--- src/rtl/stk_pkg.sv ---
package stk_pkg;
   typedef enum logic [1:0] {
      OP_IDLE   = 2'd0,
      OP_PUSH   = 2'd1,
      OP_POP    = 2'd2,
      OP_REJECT = 2'd3
   } stk_op_e;

   function automatic stk_op_e decode_op(input logic push, input logic pop,
                                         input logic is_full, input logic is_empty);
      if (push && pop)           return OP_REJECT;
      else if (push && is_full)  return OP_REJECT;
      else if (pop && is_empty)  return OP_REJECT;
      else if (push)             return OP_PUSH;
      else if (pop)              return OP_POP;
      else                       return OP_IDLE;
   endfunction
endpackage

--- src/rtl/stk_ctrl.sv ---
module stk_ctrl
   import stk_pkg::*;
#(
   parameter int ADDR_W = 6
) (
   input  logic              clk,
   input  logic              rst_n,
   input  logic              push_req,
   input  logic              pop_req,
   output logic              wr_en,
   output logic [ADDR_W-1:0] wr_addr,
   output logic              rd_en,
   output logic [ADDR_W-1:0] rd_addr,
   output logic [ADDR_W-1:0] top_ptr,
   output logic              full,
   output logic              empty,
   output logic              err
);
   localparam logic [ADDR_W-1:0] PTR_ZERO = '0;

   logic [ADDR_W-1:0] ptr_q;
   logic [ADDR_W-1:0] ptr_up;
   logic [ADDR_W-1:0] ptr_dn;
   logic              full_q;
   logic              empty_q;
   logic              err_q;
   stk_op_e           op;

   always_comb begin
      op      = decode_op(push_req, pop_req, full_q, empty_q);
      ptr_up  = ptr_q + 1'b1;
      ptr_dn  = ptr_q - 1'b1;
      wr_en   = (op == OP_PUSH);
      wr_addr = ptr_up;
      rd_en   = (op == OP_POP);
      rd_addr = ptr_q;
   end

   always_ff @(posedge clk or negedge rst_n) begin
      if (!rst_n) begin
         ptr_q   <= PTR_ZERO;
         full_q  <= 1'b0;
         empty_q <= 1'b1;
         err_q   <= 1'b0;
      end else begin
         err_q <= (op == OP_REJECT);
         unique case (op)
            OP_PUSH: begin
               ptr_q   <= ptr_up;
               full_q  <= (ptr_up == PTR_ZERO);
               empty_q <= 1'b0;
            end
            OP_POP: begin
               ptr_q   <= ptr_dn;
               empty_q <= (ptr_dn == PTR_ZERO);
               full_q  <= 1'b0;
            end
            default: begin
               ptr_q <= ptr_q;
            end
         endcase
      end
   end

   assign top_ptr = ptr_q;
   assign full    = full_q;
   assign empty   = empty_q;
   assign err     = err_q;
endmodule

--- src/rtl/stk_store.sv ---
module stk_store #(
   parameter int ADDR_W         = 6,
   parameter int DATA_W         = 8,
   parameter bit CLEAR_ON_RESET = 1'b1
) (
   input  logic              clk,
   input  logic              rst_n,
   input  logic              wr_en,
   input  logic [ADDR_W-1:0] wr_addr,
   input  logic [DATA_W-1:0] wr_data,
   input  logic              rd_en,
   input  logic [ADDR_W-1:0] rd_addr,
   output logic [DATA_W-1:0] rd_data
);
   localparam int DEPTH = 1 << ADDR_W;

   logic [DATA_W-1:0] mem [DEPTH];
   logic [DATA_W-1:0] rd_q;

   generate
      if (CLEAR_ON_RESET) begin : g_clr
         always_ff @(posedge clk or negedge rst_n) begin
            if (!rst_n) begin
               for (int i = 0; i < DEPTH; i++) mem[i] <= '0;
            end else if (wr_en) begin
               mem[wr_addr] <= wr_data;
            end
         end
      end else begin : g_noclr
         always_ff @(posedge clk) begin
            if (wr_en) mem[wr_addr] <= wr_data;
         end
      end
   endgenerate

   always_ff @(posedge clk or negedge rst_n) begin
      if (!rst_n)     rd_q <= '0;
      else if (rd_en) rd_q <= mem[rd_addr];
   end

   assign rd_data = rd_q;
endmodule

--- src/rtl/reg_stack.sv ---
module reg_stack #(
   parameter int ADDR_W         = 6,
   parameter int DATA_W         = 8,
   parameter bit CLEAR_ON_RESET = 1'b1
) (
   input  logic              clk,
   input  logic              rst_n,
   input  logic              push_req,
   input  logic              pop_req,
   input  logic [DATA_W-1:0] push_data,
   output logic [DATA_W-1:0] pop_data,
   output logic [ADDR_W-1:0] top_ptr,
   output logic              full,
   output logic              empty,
   output logic              err
);
   generate
      if (ADDR_W < 1 || ADDR_W > 10) begin : g_bad_addr
         $error("reg_stack: ADDR_W must lie in 1..10");
      end
      if (DATA_W < 1) begin : g_bad_data
         $error("reg_stack: DATA_W must be at least 1");
      end
   endgenerate

   logic              wr_en;
   logic [ADDR_W-1:0] wr_addr;
   logic              rd_en;
   logic [ADDR_W-1:0] rd_addr;

   stk_ctrl #(.ADDR_W(ADDR_W)) u_ctrl (
      .clk      (clk),
      .rst_n    (rst_n),
      .push_req (push_req),
      .pop_req  (pop_req),
      .wr_en    (wr_en),
      .wr_addr  (wr_addr),
      .rd_en    (rd_en),
      .rd_addr  (rd_addr),
      .top_ptr  (top_ptr),
      .full     (full),
      .empty    (empty),
      .err      (err)
   );

   stk_store #(
      .ADDR_W         (ADDR_W),
      .DATA_W         (DATA_W),
      .CLEAR_ON_RESET (CLEAR_ON_RESET)
   ) u_store (
      .clk     (clk),
      .rst_n   (rst_n),
      .wr_en   (wr_en),
      .wr_addr (wr_addr),
      .wr_data (push_data),
      .rd_en   (rd_en),
      .rd_addr (rd_addr),
      .rd_data (pop_data)
   );
endmodule

--- config.mk ---
export PLATFORM = sky130hd
export DESIGN_NAME = reg_stack
export DESIGN_NICKNAME = d
export VERILOG_FILES = /design/src/rtl/stk_pkg.sv /design/src/rtl/stk_ctrl.sv /design/src/rtl/stk_store.sv /design/src/rtl/reg_stack.sv
export SDC_FILE = /design/constraint.sdc
export NUM_CORES = 1
export LEC_CHECK = 0
export BUFFER_PORTS_ARGS = -buffer_cell sky130_fd_sc_hd__buf_4
export CORE_ASPECT_RATIO = 0.9
export CORE_UTILIZATION = 57
export CTS_CLUSTER_SIZE = 12
export DETAILED_ROUTE_END_ITERATION = 7
export GPL_TIMING_DRIVEN = 0
export MAX_ROUTING_LAYER = met4
export PLACE_DENSITY = 0.87
export SYNTH_ARGS = -nofsm -noshare
export SYNTH_HDL_FRONTEND = slang
export SYNTH_SLANG_ARGS = --single-unit
--- constraint.sdc ---
create_clock -name clk -period 2.8 [get_ports clk]
set_input_delay 0.56 -clock clk [delete_from_list [all_inputs] [get_ports clk]]
set_output_delay 0.56 -clock clk [all_outputs]
set_load 0.005 [all_outputs]
* Word-level counts from Yosys, hierarchy flattened
Index checks and enable logic that the tools add are counted.
** Storage, ports and cells
- Bits in registers :: 529
- Input port bits :: 12
- Output and inout port bits :: 17
- Logic and storage cells :: 100
** Operators by class
- $add $sub $neg :: 2
- Order comparisons :: 3
- Eq/ne operators :: 3
- Multiplexer cells :: 14
- Bitwise operators :: 2
- Reduce and logical (&&, ||, !) cells :: 7
** Operators with widths (number)
- $bwmux W512 :: 1
- $bmux W8 S6 :: 1
- $demux W8 S6 :: 1
- $mux W8 :: 3
- $ge A7 B7 Y1 const B :: 2
- $not A6 Y7 :: 2
- $logic_not A6 Y1 :: 2
- $pmux W6 S2 :: 1
- $mux W2 :: 5
- $lt A7 B1 Y1 const B :: 1
- $add A6 B1 Y6 const B :: 1
- $sub A6 B1 Y6 const B :: 1
- $eq A2 B2 Y1 const B :: 2
- $logic_and A1 B1 Y1 :: 4
- $pmux W1 S2 :: 2
- $eq A2 B1 Y1 const B :: 1
- $reduce_bool A2 Y1 :: 1

* Depth between registers and ports, before layout
- Depth after elaboration :: 7
- Mapped depth :: 12
- Gate-level depth less buffers :: 7

* Hierarchy
From an unflattened synthesis, not the netlist that was laid out.
** Second synthesis, totals
- Cells, all modules :: 1603
- Area total of the unflattened synthesis :: 24537.3 sq um
** By module, submodules not included
- stk_store :: times used 1, cells each 1523, area each 23810.3 sq um, seq. area each 13012.5 sq um
- stk_ctrl :: times used 1, cells each 80, area each 726.9 sq um, seq. area each 226.5 sq um

* Worst setup path before layout
Ideal clock, no wire load.
- Path type :: register to register
- Start :: reg u_ctrl.ptr_q[0], in the netlist u_ctrl.rd_addr[0]
- End :: reg u_store.mem[401] in the netlist's numbering
- Setup time :: 0.125 ns
- Arrival :: 2.948 ns
- Required time :: 2.675 ns
- Path slack :: -0.273 ns
- Stages on the path, launching flop included :: 12
- Buffers on the path :: 5
- Period minus slack after synthesis :: 3.073 ns
- Path through :: dfrtp_1 > buf_6 > buf_4 > buf_2 > inv_1 > ha_1 > clkbuf_1 > nor2b_1 > clkbuf_1 > nand2_1 > nor2_2 > mux2_2
** On the way
- Word-level cells in the longest chain between the ends :: 7
- Elaborated cells between the ends (all ways) :: 8
- Those cells by class :: add/sub: 1; order compare: 2; mux: 3; bitwise: 1; reduce/logical: 1
** Ends and longest elaborated chain
- from (decl) :: line stk_ctrl.sv:21 : logic [ADDR_W-1:0] ptr_q;
- from (signal assigned) :: line stk_ctrl.sv:49 : ptr_q <= ptr_up;
- from (signal assigned) :: line stk_ctrl.sv:54 : ptr_q <= ptr_dn;
- from (signal assigned) :: line stk_ctrl.sv:59 : ptr_q <= ptr_q;
- $add A6 B1 Y6 (*) :: line stk_ctrl.sv:31 : ptr_up = ptr_q + 1'b1;
- $not A6 Y7 (implied by the code) (*) :: line stk_store.sv:26 : mem[wr_addr] <= wr_data;
- $ge A7 B7 Y1 (implied by the code) / $lt A7 B1 Y1 (equally long branches) :: line stk_store.sv:26
- $logic_and A1 B1 Y1 (implied by the code) :: line stk_store.sv:26
- $mux W8 (implied by the code) :: line stk_store.sv:26
- $demux W8 S6 (*) :: line stk_store.sv:26
- $bwmux W512 (*) :: line stk_store.sv:26
- to (signal, indexed assignment) :: line stk_store.sv:26
- to (decl) :: line stk_store.sv:17 : logic [DATA_W-1:0] mem [DEPTH];
Every way passes the cells marked *; elsewhere a longest branch is shown, timed or not.
A chain may end at the register's enable or synchronous reset.

* Final worst setup path
- Start :: reg u_ctrl.ptr_q[2], in the netlist u_ctrl.rd_addr[2]
- End :: reg u_store.rd_q[6], in the netlist u_store.rd_data[6]
** On the way
- Word-level cells in the longest chain between the ends :: 4
** Ends and longest elaborated chain
- $not A6 Y7 (implied by the code) :: line stk_store.sv:38 : else if (rd_en) rd_q <= mem[rd_addr];
- $bmux W8 S6 :: line stk_store.sv:38
- $mux W8 (implied by the code) (2 in series) :: line stk_store.sv:38
- to (signal assigned) :: line stk_store.sv:38
- to (decl) :: line stk_store.sv:18 : logic [DATA_W-1:0] rd_q;
Every way passes these cells. The select of a mux whose other input is x is not followed.

==> metrics.cfg <==
[outcome]
run_status=finished with violations
violations=setup timing

[place]
dp.cells=2197
placed_area_um2=25800
place_worst_setup_slack_ns=-0.944
dpl.hpwl_um=45800
gp_congestion=0.994
port_buffers=20

[sta]
timing.fmax_mhz=356
timing.hold.ws_ns=0.341
fin_worst_skew_ns=0.0301
finalCritPeriodShare_pct=100
worst_slack_ns=-0.00720
tightest_slew_ns=0.988
setup_viol=1
period_needed_ns=2.81
timing.setup.tns_ns=-0.00720
slew_headroom_pct=34.2
hold_viol_final=0
slew_violations=0

[layout]
syn2layout_area_growth_pct=15.7
fin_cells=2333
fin_util_pct=67.6
finalInstanceArea_um2=28500
nets=1777
drive_gt1_share_pct=49.9

[synth]
post_synth_num_cell_types=57
ys_top_cells_by_area=dfrtp_1 54%, mux2_2 22%, mux4_2 10%
syn_avg_cell_area_um2=15.2
synth-seq-cells=529
postSynthCellCount=1626
synth_top_flop_cell=dfrtp_1
syn_nets=1645
yosysSeqAreaShare_pct=53.7
synth_edf_count=0
synth_top_area_share_pct=53.6
ys_top_cells_by_count=528 x dfrtp_1, 482 x mux2_2, 112 x mux4_2
async_flop_share_pct=100
syn-cell-area_um2=24700
synth_largest_area_cell=dfrtp_1
ys_warn_count=0
synth.most_common_cell=dfrtp_1

[critical_path]
path_common_cell=buf_4
critical_path_depth=8
cp_num_buf_inv=3
critPathArrivalTime_ns=3.31
crit_path_end_kind=register
startpoint_type=register
cp_top_family=simple AND/OR/NAND/NOR gates
critical_path_class=reg -> reg
crit_chain=buf_4, buf_4, buf_4, nand3b_1, o221ai_1, nor3_1, a21oi_1, a221o_1
cpPeakStageDelay_ns=0.47
cpMaxStageDelayCell=dfrtp_1
cp.required_ns=3.30
reg2reg_depth=8
cp_max_fo=10

[clock_tree]
h-tree-depth=2
cts_buffers=52
root_buffer=clkbuf_16
cts_sinks=529
clkTransAtPathRegs_ns=0.06
cts_tree=yes
clkLatencyLatePin_ns=0.62
cts.path.max_buffers=3

[hold_path]
whs_path_depth=4
hold_path.class=in -> reg

[global_route]
track_usage_pct=33.4
grt_pass1_vias=16303
antenna_found_initial=1
grt_max_degree=130
grt_pass1_wl_um=105000
gr-total-overflow=0

[detailed_routing]
wl_per_cell_um=29.7
routed_wirelength_um=69300
vias_per_cell=6.74
drcViolationCount=0
vias=15721
first_pass_iters=5
drt_iter0_drc=1821
antenna_left=0

[floorplan]
ioPinCount=29
rows=71
die_w_um=221
design.core.area_um2=42200
initial_core_util_pct=58.4
fp.dieH_um=199
dieArea_um2=44100

[pwr]
leakagePower_nw=13.1
irDropWorstVdd_uv=515
power.total_mw=29.4
power.density_nw_per_um2=1030

[flow_run]
maxCapViolations=0

==> logic make-up (layout without fill, tap and decap cells) <==
family | Yosys count | in the layout | share of synthesized area, %
AO/OA/AOI/OAI | 120 | 120 | 3.82
XOR/XNOR | 9 | 9 | 0.350
adder cells (fa/ha/maj) | 7 | 7 | 0.355
buffers and inverters | 126 | 285 | 2.25
flip-flops | 529 | 529 | 53.7
multiplexers | 669 | 669 | 35.4
other | 0 | 1 | 0
AND/OR/NAND/NOR | 166 | 166 | 4.09
==> cell type report <==
class	instances	area, um2
fillers	2714	13700
diodes	1	2.50
multi-input cells	971	11300
repair buffers	79	1130
clock buffers	76	1470
flip-flops and latches	529	13200
inverters	6	22.5
plain buffers	119	663
clock inverters	5	32.5
well taps	547	684
==> routing by layer <==
layer | vias up | share of wire (%) | GRT usage (%)
met5 | - | 0 | -
li1 | 6312 | - | -
met3 | 179 | 9.0 | 7.37
met2 | 784 | 46 | 50.4
met1 | 8446 | 41 | 44.5
met4 | 0 | 4.1 | 13.3
==> registers in the layout, indices dropped and copies added, names as in the netlist <==
register         cells
u_ctrl.err           1
u_ctrl.full          1
u_ctrl.rd_addr       6
u_store.mem        512
u_store.rd_data      8
u_ctrl.empty         1
==> where the power goes <==
part	total, mW	switching [mW]	internal, mW
clock network	6.48	2.89	3.59
registers	11.6	1.45	10.2
logic	11.3	6.05	5.28
total	29.4	10.4	19.0
==> worst min-delay path, stage by stage <==
cell,delay (ns)
buf_4,0.08
a21oi_1,0.04
inv_1,0.07
ha_1,0.13
==> placed cells by master (no fill, tap or decap), drive strengths merged, types with 9 or more instances in the layout <==
master / n
mux4: 112
mux2i: 44
mux2: 513
o22ai: 22
nor2: 78
o21ai: 12
nor3: 9
nand2: 24
a22oi: 32
buf: 133
dfrtp: 528
o221ai: 9
clkbuf: 140
nor2b: 13
a21oi: 15
==> timing repair <==
action,4_1_cts,5_1_grt
resized for setup,80,30
buffers inserted,49,5
pin swaps,35,7
hold endpoints to repair,27,0
hold buffers,1,0
endpoints found under the setup margin,521,425
==> path summary, 6_finish.rpt <==
kind                              startpoint                 end  slack [ns]
max in group asynchronous              rst_n    u_store.mem[161]        0.90
max reg2reg                u_ctrl.rd_addr[2]  u_store.rd_data[6]      -0.007
min reg2reg                 u_store.mem[417]    u_store.mem[417]        0.49
min in group asynchronous              rst_n    u_store.mem[434]        0.40
min                                 push_req          u_ctrl.err        0.34
max                        u_ctrl.rd_addr[2]  u_store.rd_data[6]      -0.007
Note: power is estimated with default switching activity, not from simulation.
